`config.mk`:
```
export PLATFORM = sky130hd
export DESIGN_NAME = hs_duty_sequencer
export DESIGN_NICKNAME = d
export VERILOG_FILES = /design/src/rtl/hs_seq_pkg.sv /design/src/rtl/hs_ready_gate.sv /design/src/rtl/hs_period_timer.sv /design/src/rtl/hs_phase_decode.sv /design/src/rtl/hs_duty_sequencer.sv
export SDC_FILE = /design/constraint.sdc
export NUM_CORES = 1
export LEC_CHECK = 0
export BUFFER_PORTS_ARGS = -buffer_cell sky130_fd_sc_hd__buf_4
export CORE_MARGIN = 3
export CORE_UTILIZATION = 41
export DETAILED_ROUTE_END_ITERATION = 10
export PLACE_DENSITY = 0.56
export SKIP_CTS_REPAIR_TIMING = 1
export SYNTH_ARGS = -nofsm -noshare
export SYNTH_HDL_FRONTEND = slang
export SYNTH_SLANG_ARGS = --single-unit
export TNS_END_PERCENT = 20
```
`constraint.sdc`:
```
create_clock -name clk_i -period 3.41 [get_ports clk_i]
set_input_delay 0.5115 -clock clk_i [delete_from_list [all_inputs] [get_ports clk_i]]
set_output_delay 0.5115 -clock clk_i [all_outputs]
set_load 0.02 [all_outputs]
```
`src/rtl/hs_seq_pkg.sv`:
```
package hs_seq_pkg;

    typedef struct packed {
        logic trig;
        logic az;
        logic meas;
        logic pwr;
        logic smp;
    } phase_out_t;

endpackage

```
`src/rtl/hs_ready_gate.sv`:
```
module hs_ready_gate #(
    parameter int READY_CYC = 16
) (
    input  logic clk_i,
    input  logic rst_ni,
    input  logic uv_i,
    output logic run_o
);
    localparam int RW = (READY_CYC > 1) ? $clog2(READY_CYC) : 1;
    localparam logic [RW-1:0] LAST = RW'(READY_CYC - 1);

    typedef struct packed {
        logic          run;
        logic [RW-1:0] cnt;
    } rg_t;

    rg_t st_d, st_q;

    always_comb begin
        st_d = st_q;
        if (uv_i) begin
            st_d.run = 1'b0;
            st_d.cnt = '0;
        end else if (!st_q.run) begin
            if (st_q.cnt == LAST) begin
                st_d.run = 1'b1;
                st_d.cnt = '0;
            end else begin
                st_d.cnt = st_q.cnt + RW'(1);
            end
        end
    end

    always_ff @(posedge clk_i or negedge rst_ni) begin
        if (!rst_ni) st_q <= '0;
        else         st_q <= st_d;
    end

    assign run_o = st_q.run;

    assert_ready_hold_R8: assert property (@(posedge clk_i) disable iff (!rst_ni)
        uv_i |=> !run_o);

    assert_ready_release_R2: assert property (@(posedge clk_i) disable iff (!rst_ni)
        $rose(run_o) |-> ($past(st_q.cnt) == LAST && !$past(uv_i)));

endmodule

```
`src/rtl/hs_period_timer.sv`:
```
module hs_period_timer #(
    parameter int PERIOD_CYC = 100,
    localparam int PW = $clog2(2 * PERIOD_CYC)
) (
    input  logic          clk_i,
    input  logic          rst_ni,
    input  logic          run_i,
    input  logic          slow_i,
    output logic [PW-1:0] pcnt_o
);
    localparam logic [PW-1:0] P_LAST = PW'(PERIOD_CYC - 1);
    localparam logic [PW-1:0] S_LAST = PW'(2 * PERIOD_CYC - 1);

    typedef struct packed {
        logic          slow;
        logic [PW-1:0] cnt;
    } pt_t;

    pt_t st_d, st_q;
    logic [PW-1:0] limit;

    always_comb begin
        limit = st_q.slow ? S_LAST : P_LAST;
        st_d  = st_q;
        if (!run_i) begin
            st_d.cnt  = '0;
            st_d.slow = slow_i;
        end else if (st_q.cnt == limit) begin
            st_d.cnt  = '0;
            st_d.slow = slow_i;
        end else begin
            st_d.cnt = st_q.cnt + PW'(1);
        end
    end

    always_ff @(posedge clk_i or negedge rst_ni) begin
        if (!rst_ni) st_q <= '0;
        else         st_q <= st_d;
    end

    assign pcnt_o = st_q.cnt;

    assert_cnt_bound_R4: assert property (@(posedge clk_i) disable iff (!rst_ni)
        run_i |-> (st_q.cnt <= (st_q.slow ? S_LAST : P_LAST)));

    assert_mode_hold_R9: assert property (@(posedge clk_i) disable iff (!rst_ni)
        (run_i && $past(run_i) && st_q.cnt != '0) |-> $stable(st_q.slow));

endmodule

```
`src/rtl/hs_phase_decode.sv`:
```
module hs_phase_decode
    import hs_seq_pkg::*;
#(
    parameter int PERIOD_CYC = 100,
    parameter int AZ_CYC     = 2,
    parameter int MEAS_CYC   = 3,
    localparam int PW = $clog2(2 * PERIOD_CYC)
) (
    input  logic          clk_i,
    input  logic          rst_ni,
    input  logic          run_i,
    input  logic [PW-1:0] pcnt_i,
    output phase_out_t    ph_o
);
    localparam int WIN_CYC = AZ_CYC + MEAS_CYC;
    localparam logic [PW-1:0] AZ_END  = PW'(AZ_CYC);
    localparam logic [PW-1:0] WIN_END = PW'(WIN_CYC);
    localparam logic [PW-1:0] SMP_AT  = PW'(WIN_CYC - 1);

    always_comb begin
        ph_o      = '0;
        ph_o.trig = run_i && (pcnt_i < WIN_END);
        ph_o.az   = run_i && (pcnt_i < AZ_END);
        ph_o.meas = run_i && (pcnt_i >= AZ_END) && (pcnt_i < WIN_END);
        ph_o.pwr  = ph_o.az || ph_o.meas;
        ph_o.smp  = run_i && (pcnt_i == SMP_AT);
    end

    assert_phase_excl_R5: assert property (@(posedge clk_i) disable iff (!rst_ni)
        !(ph_o.az && ph_o.meas));

    assert_trig_phase_R5: assert property (@(posedge clk_i) disable iff (!rst_ni)
        ph_o.trig |-> $onehot({ph_o.az, ph_o.meas}));

    assert_az_first_R5: assert property (@(posedge clk_i) disable iff (!rst_ni)
        $rose(ph_o.meas) |-> $past(ph_o.az));

    assert_smp_in_meas_R7: assert property (@(posedge clk_i) disable iff (!rst_ni)
        ph_o.smp |-> ph_o.meas);

    assert_smp_pulse_R7: assert property (@(posedge clk_i) disable iff (!rst_ni)
        ph_o.smp |=> !ph_o.smp);

endmodule

```
`src/rtl/hs_duty_sequencer.sv`:
```
module hs_duty_sequencer
    import hs_seq_pkg::*;
#(
    parameter int PERIOD_CYC = 100,
    parameter int AZ_CYC     = 2,
    parameter int MEAS_CYC   = 3,
    parameter int READY_CYC  = 16
) (
    input  logic clk_i,
    input  logic rst_ni,
    input  logic slow_i,
    input  logic uv_i,
    output logic trig_o,
    output logic az_o,
    output logic meas_o,
    output logic pwr_en_o,
    output logic smp_vld_o
);
    localparam int PW = $clog2(2 * PERIOD_CYC);

    logic          run;
    logic [PW-1:0] pcnt;
    phase_out_t    ph;

    hs_ready_gate #(.READY_CYC(READY_CYC)) u_ready (
        .clk_i (clk_i),
        .rst_ni(rst_ni),
        .uv_i  (uv_i),
        .run_o (run)
    );

    hs_period_timer #(.PERIOD_CYC(PERIOD_CYC)) u_timer (
        .clk_i (clk_i),
        .rst_ni(rst_ni),
        .run_i (run),
        .slow_i(slow_i),
        .pcnt_o(pcnt)
    );

    hs_phase_decode #(
        .PERIOD_CYC(PERIOD_CYC),
        .AZ_CYC    (AZ_CYC),
        .MEAS_CYC  (MEAS_CYC)
    ) u_decode (
        .clk_i (clk_i),
        .rst_ni(rst_ni),
        .run_i (run),
        .pcnt_i(pcnt),
        .ph_o  (ph)
    );

    assign trig_o    = ph.trig;
    assign az_o      = ph.az;
    assign meas_o    = ph.meas;
    assign pwr_en_o  = ph.pwr;
    assign smp_vld_o = ph.smp;

    assert_pwr_window_R6: assert property (@(posedge clk_i) disable iff (!rst_ni)
        pwr_en_o |-> trig_o);

    assert_pwr_cover_R6: assert property (@(posedge clk_i) disable iff (!rst_ni)
        trig_o |-> pwr_en_o);

    assert_uv_quiet_R8: assert property (@(posedge clk_i) disable iff (!rst_ni)
        uv_i |=> (!pwr_en_o && !smp_vld_o && !trig_o));

endmodule

```
==> results of run 1 <==
==> routing by layer <==
layer	part of all wire, %	vias to the layer above	wire length [um]
met5	0	-	0
met4	0.94	0	14
met3	3.8	2	56
met2	45	6	675
met1	50	296	741
li1	-	325	-
==> cells by family (layout without fill, tap and decap cells) <==
family / Yosys count / after routing / synth area share, %
adders and majority gates: 4 / 4 / 6.01
muxes: 1 / 1 / 1.20
AOI/OAI and AO/OA: 19 / 19 / 16.7
DFF: 14 / 14 / 42.0
xor gates and xnor gates: 4 / 4 / 4.20
and+or+nand+nor: 34 / 34 / 25.1
buffers and inverters: 7 / 17 / 4.80
==> area by class of cell <==
cell class	instances	area, sq um
Tap cell	25	31.3
Inverter	5	21.3
Sequential cell	14	350
Fill cell	176	878
Timing Repair Buffer	8	60.1
Multi-Input combinational cell	62	443
Clock buffer	4	36.3
==> registers in the layout, summed over array words and instances (netlist names) <==
name            count
u_ready.run_o       1
u_ready.st_q        4
u_timer.pcnt_o      8
u_timer.st_q        1
==> worst max-delay path by stage <==
stage                  start      to  slack [ps]
4_1_cts        u_ready.run_o  meas_o        1340
3_3_place_gp   u_ready.run_o  meas_o        1690
3_5_place_dp   u_ready.run_o  meas_o        1660
5_1_grt        u_ready.run_o  meas_o        1190
6_report       u_ready.run_o  meas_o        1360
2_1_floorplan  u_ready.run_o  meas_o        1650
==> placed cells by master, fill, tap and decap left out, drive strengths merged, types with 2 or more instances in the layout <==
cell | synthesis | routed
xnor2 | 2 | 2
xor2 | 2 | 2
or4b | 2 | 2
nand3 | 5 | 5
clkbuf | 0 | 4
o2111a | 2 | 2
o211ai | 2 | 2
or3 | 4 | 4
nand2 | 4 | 4
a211oi | 3 | 3
dfrtp | 14 | 14
nor3 | 5 | 5
a21oi | 5 | 5
nor2b | 2 | 2
inv | 5 | 5
nor2 | 6 | 6
ha | 4 | 4
o21ai | 5 | 5
buf | 2 | 8
==> power by group through the flow <==
stage / clock [mW] / combinational (mW) / sequential [mW]
CTS: 0.121 / 0.0167 / 0.173
global route: 0.131 / 0.0191 / 0.174
finish: 0.117 / 0.0160 / 0.173
global placement: 0 / 0.0163 / 0.177
floorplan: 0 / 0.00831 / 0.176
detailed placement: 0 / 0.0166 / 0.177
==> per-stage QoR <==
stage / hold slack [ps] / util, % / area (sq um) / setup WS, ps
3_3_place_gp: 371 / 49.8 / 906 / 1690
6_report: 67.3 / 51.8 / 942 / 1360
2_1_floorplan: 216 / - / 833 / 1650
5_1_grt: 48.9 / 51.8 / 942 / 1190
3_5_place_dp: 372 / 49.8 / 906 / 1660
4_1_cts: 63.8 / 51.8 / 942 / 1340
==> flow_metrics.py, run 1 <==
metrics = {
    "floorplan": {
        "pin_count": 9,
        "die_height_um": 51.1,
        "core_area_sq_um": 1820,
        "dieArea_sq_um": 2610,
        "rows": 15,
        "die_w_um": 51.1,
        "floorplan.initialDensity_pct": 45.8,
    },
    "setup_path": {
        "cp_num_cells": 4,
        "worstPathCellList": "nor2b_1, o2111a_1, o31a_1, buf_4",
        "crit-reg2reg-launch": "u_timer.pcnt_o[1]",
        "crit_path_end_kind": "output pin",
        "reg2reg_to": "u_timer.st_q[8]",
        "r2r_cells": 4,
        "crit_arrival_ps": 1540,
        "path_buf_inv": 1,
        "cp_slowest_cell": "dfrtp_1",
        "worst-r2r-setup-slack_ps": 1770,
        "cp-start-kind": "flop",
        "cp_max_fo": 8,
        "path_delay_family": "flip-flops",
        "slowest_delay_ps": 520,
        "crit_required_ps": 2900,
        "crit_type": "reg2out",
    },
    "final_layout": {
        "synthToLayoutAreaGrowth_pct": 13.1,
        "fin_nets": 102,
        "instances_no_fill": 118,
        "drive_above_1_share_pct": 17.2,
        "antenna_cells": 0,
    },
    "global_routing": {
        "grt_pass1_wl_um": 2580,
        "globalRouteOverflowTotal": 0,
        "grtUsageMet1_pct": 17.0,
        "antenna_found_initial": 0,
        "grtUsageMet3_pct": 6.12,
        "grtUsageMet2_pct": 20.6,
        "grt.busiest_layer": "met2",
        "grt_util_all_layers_pct": 13.5,
        "grt_max_degree": 15,
        "grt_pass1_vias": 572,
    },
    "cts": {
        "cts-buffers-inserted": 3,
        "cts_tree": "done",
        "cts.sinks": 14,
        "cts-root-buf": "clkbuf_4",
        "clock_latency_ps": 280,
        "cts.clk_slew.worst_paths_ps": 80,
        "clockBufferDepth": 2,
        "htree_levels": 1,
    },
    "route": {
        "drt-pass1-iter-count": 4,
        "drc_errors": 0,
        "routed_wl_um": 1490,
        "ant_nets": 0,
        "vias_per_cell": 5.33,
        "route.vias.total": 629,
        "wire_per_inst_um": 12.6,
        "drt_iter0_drc": 5,
    },
    "sta": {
        "finalHoldViolations": 0,
        "min_period_ps": 2050,
        "skew_ps": 3.30,
        "timing.final.crit_share_pct": 60.2,
        "rsz0062_at_grt": "no",
        "finalSetupViolCount": 0,
        "fin_tns_setup_ps": 0,
        "relSlewSlack_pct": 72.9,
        "tightest_slew_ps": 407,
        "max_freq_ghz": 0.487,
        "slew_viol_final": 0,
    },
    "synthesis": {
        "syn_nets": 91,
        "synth_edf_count": 0,
        "synthCells": 83,
        "synth_top_cell_by_area": "dfrtp_1",
        "avgSynthCellArea_sq_um": 10.0,
        "netlist.area_leader.share_pct": 42.0,
        "ys_ff_latch": 14,
        "synth_common_cells": "dfrtp_1, nor2_1, nand3_1, nor3_1, o21ai_0",
        "synth_area_sq_um": 833,
        "synth_flop_cell": "dfrtp_1",
        "synth_warnings": 0,
        "synth.most_common_cell": "dfrtp_1",
        "async_flop_share_pct": 100,
        "synth_cell_types": 31,
        "seq_area_frac_synth_pct": 42.0,
        "synth_area_leaders": "dfrtp_1, ha_1, nand4bb_4, nand3_1, nor3_1",
    },
    "pwr": {
        "p_comb_share_pct": 5.2,
        "seqPwrFrac_pct": 56.5,
        "p_switching_mw": 0.0652,
        "p_int_mw": 0.242,
        "p_per_area_nw_per_um2": 326,
        "leakagePower_nw": 0.351,
        "ir_drop_v": 0.000203,
        "switching_share_pct": 21.2,
        "clockPowerShare_pct": 38.3,
        "total_power_mw": 0.307,
    },
    "outcome": {
        "outcome": "completed",
    },
    "place": {
        "dpl.hpwl_um": 1110,
        "place_congestion": 0.723,
        "io_buffers": 8,
        "dp_cells": 114,
    },
    "min_path": {
        "hold_path_class": "in2async",
    },
    "run": {
        "drv_cap": 0,
    },
}
No activity file was read; power rests on OpenSTA's default activity.
==> run 2: changes to the inputs <==
==> constraint.sdc (replaced) <==
create_clock -name clk_i -period 2.1 [get_ports clk_i]
set_input_delay 0.315 -clock clk_i [delete_from_list [all_inputs] [get_ports clk_i]]
set_output_delay 0.315 -clock clk_i [all_outputs]
set_load 0.02 [all_outputs]
==> run 2 against run 1 <==
- sequential share of layout area down 0.68 points
- sequential power up 63%
- highest routed layer unchanged
- critical path depth up 1
- register-to-register slack worse by 1300 ps
- non-clock buffer count up 2
- clock power up 63%
==> flow_metrics.py, run 2 (synthesized netlist as in run 1, its figures left out) <==
metrics = {
    "sta": {
        "timing.final.crit_share_pct": 86.7,
        "slew_viol_final": 0,
        "skew_ps": 4.41,
        "finalHoldViolations": 0,
        "finalSetupViolCount": 0,
        "fin_tns_setup_ps": 0,
        "min_period_ps": 1820,
        "tightest_slew_ps": 373,
        "max_freq_ghz": 0.549,
        "relSlewSlack_pct": 75.2,
        "rsz0062_at_grt": "no",
    },
    "setup_path": {
        "cp-start-kind": "flop",
        "crit_arrival_ps": 1500,
        "crit_path_end_kind": "output pin",
        "crit_type": "reg2out",
        "endpoint": "meas_o",
        "crit_required_ps": 1780,
        "worstPathCellList": "inv_1, ha_1, o2111a_1, o31a_1, buf_4",
        "worst-r2r-setup-slack_ps": 490,
        "reg2reg_to": "u_timer.st_q[8]",
        "cp_slowest_cell": "dfrtp_1",
        "cp_max_fo": 6,
        "crit-reg2reg-launch": "u_timer.pcnt_o[1]",
        "r2r_cells": 4,
        "slowest_delay_ps": 430,
        "startpoint": "u_timer.pcnt_o[1]",
    },
    "floorplan": {
        "dieArea_sq_um": 2610,
        "die_w_um": 51.1,
        "floorplan.initialDensity_pct": 45.8,
        "pin_count": 9,
        "core_area_sq_um": 1820,
        "die_height_um": 51.1,
        "rows": 15,
    },
    "final_layout": {
        "synthToLayoutAreaGrowth_pct": 15.2,
        "fin_nets": 104,
        "regArea_sq_um": 350,
        "fillCellCount": 176,
        "multi_input_area_sq_um": 443,
        "layout_commonest_cell": "dfrtp_1",
        "layout_common_cells": "dfrtp_1, buf_4, nor2_1",
        "utilization_pct": 52.7,
        "largest_reg_flops": 8,
        "drive_above_1_share_pct": 17.9,
        "antenna_cells": 0,
    },
    "cts": {
        "cts-buffers-inserted": 3,
        "cts_tree": "done",
        "clock_latency_ps": 280,
        "cts.sinks": 14,
        "htree_levels": 1,
        "cts.clk_slew.worst_paths_ps": 80,
        "cts-root-buf": "clkbuf_4",
        "clockBufferDepth": 2,
    },
    "global_routing": {
        "grt_max_degree": 15,
        "antenna_found_initial": 0,
        "grt_pass1_vias": 626,
        "grt_pass1_wl_um": 2740,
        "grt_util_all_layers_pct": 14.0,
        "globalRouteOverflowTotal": 0,
    },
    "route": {
        "drt-pass1-iter-count": 4,
        "wire_per_inst_um": 12.4,
        "ant_nets": 0,
        "route.vias.total": 641,
        "drc_errors": 0,
        "drt_iter0_drc": 11,
        "routed_wl_um": 1490,
        "vias_per_cell": 5.34,
    },
    "pwr": {
        "p_int_mw": 0.394,
        "p_per_area_nw_per_um2": 521,
        "switching_share_pct": 21.3,
        "leakagePower_nw": 0.361,
        "clockPowerShare_pct": 38.2,
        "ir_drop_v": 0.000387,
        "p_comb_share_pct": 5.5,
        "p_switching_mw": 0.106,
        "seqPwrFrac_pct": 56.3,
    },
    "run": {
        "drv_cap": 0,
    },
    "place": {
        "io_buffers": 8,
        "place_congestion": 0.697,
        "dpl.hpwl_um": 1140,
    },
    "min_path": {
        "hold_path_class": "in2reg",
    },
    "outcome": {
        "outcome": "completed",
    },
}
run 2: metrics by stage:
step	total power, mW	hold WS, ps	worst slack [ps]	area (sq um)	instances
after CTS	0.510	-136	252	950	119
after global placement	0.313	176	491	913	115
final	0.500	218	280	960	120
after global routing	0.529	207	177	960	120
after detailed placement	0.314	178	502	913	115
after floorplan	0.299	19.4	534	833	83
run 2: routing by layer:
metal | up-vias | global-route usage, % | share of wire (%)
li1 | 331 | - | -
met1 | 301 | 19.5 | 50
met2 | 7 | 20.8 | 45
met3 | 2 | 5.25 | 3.9
met4 | 0 | 2.69 | 0.80
met5 | - | 0 | 0
run 2: worst max-delay path: cells and delay by family, from the launching register on:
family	cells	cell delay, ps
buf+inv	2	210
compound gates	2	370
flops	1	430
fa+ha+maj	1	220
run 2: power by group through the flow:
stage / clock (mW) / combinational (mW) / sequential, mW
final: 0.191 / 0.0273 / 0.282
after detailed placement: 0 / 0.0268 / 0.287
after global routing: 0.213 / 0.0328 / 0.283
after global placement: 0 / 0.0263 / 0.287
after CTS: 0.201 / 0.0266 / 0.282
after floorplan: 0 / 0.0135 / 0.286
run 2: layout make-up:
type                       count  share of cell area (%)
multi-input combinational     62                    46.2
clock buffer                   4                    3.78
sequential                    14                    36.5
inverter                       5                    2.22
tap                           25                    3.26
timing repair buffer          10                    8.08
run 2: worst min-delay path by stage:
stage / startpoint / endpoint / slack, ps / depth (start not counted)
global placement: rst_ni / u_ready.st_q[2] / 180 / 1
finish: uv_i / u_ready.st_q[3] / 220 / 2
floorplan: rst_ni / u_ready.run_o / 20 / 0
global route: uv_i / u_ready.st_q[3] / 210 / 2
CTS: rst_ni / u_timer.pcnt_o[2] / -140 / 1
detailed placement: rst_ni / u_ready.st_q[2] / 180 / 1
==> run 3: changes to the inputs <==
--- a/config.mk
+++ b/config.mk
@@ -14,4 +14,3 @@
 export SYNTH_ARGS = -nofsm -noshare
 export SYNTH_HDL_FRONTEND = slang
 export SYNTH_SLANG_ARGS = --single-unit
-export TNS_END_PERCENT = 20
==> constraint.sdc (replaced) <==
create_clock -name clk_i -period 2.1 [get_ports clk_i]
set_input_delay 0.42 -clock clk_i [delete_from_list [all_inputs] [get_ports clk_i]]
set_output_delay 0.42 -clock clk_i [all_outputs]
set_load 0.02 [all_outputs]
==> run 3 against run 2 <==
- first-iteration DRC count up 55%
- die area unchanged
- non-clock buffer count unchanged
- worst setup slack worse by 110 ps
- flip-flop and latch count unchanged
- clock power down 20%
- wire length up 9.9%
- clock-buffer cell count down 1
- utilization down 0.76 points
- largest cell class unchanged
==> flow_metrics.py, run 3 (synthesized netlist as in run 1, its figures left out) <==
metrics = {
    "outcome": {
        "outcome": "completed",
    },
    "sta": {
        "skew_ps": 4.80,
        "finalHoldViolations": 0,
        "finalSetupViolCount": 0,
        "timing.hold.ws_ps": 320,
        "fin_ws_ps": 165,
        "relSlewSlack_pct": 74.4,
        "tightest_slew_ps": 384,
        "fin_tns_setup_ps": 0,
        "max_freq_ghz": 0.517,
        "rsz0062_at_grt": "no",
        "slew_viol_final": 0,
        "min_period_ps": 1930,
        "timing.final.crit_share_pct": 92.1,
    },
    "route": {
        "ant_nets": 0,
        "drc_errors": 0,
        "vias_per_cell": 5.55,
        "drt_iter0_drc": 17,
        "drt-pass1-iter-count": 4,
        "routed_wl_um": 1640,
        "route.vias.total": 661,
        "wire_per_inst_um": 13.8,
    },
    "global_routing": {
        "grt_max_degree": 15,
        "globalRouteOverflowTotal": 0,
        "grt_util_all_layers_pct": 15.6,
        "grt_pass1_vias": 613,
        "grt_pass1_wl_um": 2970,
        "antenna_found_initial": 0,
    },
    "setup_path": {
        "cp_max_fo": 6,
        "crit_arrival_ps": 1510,
        "crit_path_end_kind": "output pin",
        "path_delay_family": "flip-flops",
        "crit_required_ps": 1680,
        "worstPathCellList": "inv_1, ha_1, o2111a_1, o31a_1, buf_4",
        "crit_type": "reg2out",
        "path_buf_inv": 2,
        "cp_slowest_cell": "dfrtp_1",
        "slowest_delay_ps": 440,
        "cp-start-kind": "flop",
    },
    "final_layout": {
        "largest_reg_flops": 8,
        "layout_commonest_cell": "dfrtp_1",
        "fin_nets": 104,
        "regArea_sq_um": 350,
        "fillCellCount": 166,
        "multi_input_area_sq_um": 443,
        "layout_common_cells": "dfrtp_1, buf_4, nor2_1",
        "drive_above_1_share_pct": 17.0,
        "synthToLayoutAreaGrowth_pct": 13.5,
        "antenna_cells": 0,
    },
    "place": {
        "place_congestion": 0.765,
        "place_worst_setup_slack_ps": 464,
        "dpl.hpwl_um": 1190,
        "io_buffers": 8,
    },
    "floorplan": {
        "dieArea_sq_um": 2610,
        "pin_count": 9,
        "rows": 15,
        "core_area_sq_um": 1820,
        "floorplan.initialDensity_pct": 45.8,
        "die_height_um": 51.1,
        "die_w_um": 51.1,
    },
    "pwr": {
        "total_power_mw": 0.462,
        "ir_drop_v": 0.000289,
        "p_per_area_nw_per_um2": 489,
        "leakagePower_nw": 0.354,
    },
    "cts": {
        "cts.sinks": 14,
        "cts_tree": "done",
        "cts.clk_slew.worst_paths_ps": 80,
        "htree_levels": 1,
        "cts-buffers-inserted": 3,
        "cts-root-buf": "clkbuf_4",
        "clock_latency_ps": 280,
        "clockBufferDepth": 2,
    },
    "min_path": {
        "hold_path_class": "in2reg",
    },
    "run": {
        "drv_cap": 0,
    },
}
## run 3: cell count changes in the layout (fill, tap and decap cells not counted), sizes merged
| cell | delta |
|---|---|
| clkbuf | -1 |
## run 3: area by class of cell
| cell class | instances | area share, % |
|---|---|---|
| Multi-Input combinational cell | 62 | 46.8 |
| Sequential cell | 14 | 37.0 |
| Timing Repair Buffer | 10 | 8.20 |
| Tap cell | 25 | 3.31 |
| Clock buffer | 3 | 2.38 |
| Inverter | 5 | 2.25 |
## run 3: per-layer routing
metal	global-route usage, %	wire length [um]	share of wire (%)	vias to the layer above
li1	-	-	-	334
met2	23.6	766	47	9
met5	0	0	0	-
met3	6.12	51	3.1	2
met1	20.0	811	49	316
met4	5.38	12	0.73	0
## run 3: worst paths after layout
path,from,to,slack (ps),depth (start not counted)
max,u_timer.pcnt_o[1],meas_o,170,5
max in group asynchronous,rst_ni,u_timer.pcnt_o[0],1410,2
max reg2reg,u_timer.pcnt_o[1],u_timer.st_q[8],460,4
min reg2reg,u_timer.pcnt_o[0],u_timer.pcnt_o[0],500,1
min in group asynchronous,rst_ni,u_timer.pcnt_o[6],520,2
min,uv_i,u_ready.st_q[3],320,2
## run 3: stage by stage
step	area [sq um]	utilization, %	std cells
2_1_floorplan	833	-	83
3_3_place_gp	913	50.2	115
3_5_place_dp	913	50.2	115
4_1_cts	936	51.4	118
5_1_grt	946	52.0	119
6_report	946	52.0	119
## run 3: report_power, final
group	leakage (nW)	switching (mW)	internal (mW)	total [mW]
logic	0.149	0.0147	0.0131	0.0278
clock network	0.0138	0.0857	0.0665	0.152
registers	0.191	0.00686	0.275	0.282
total	0.354	0.107	0.355	0.462
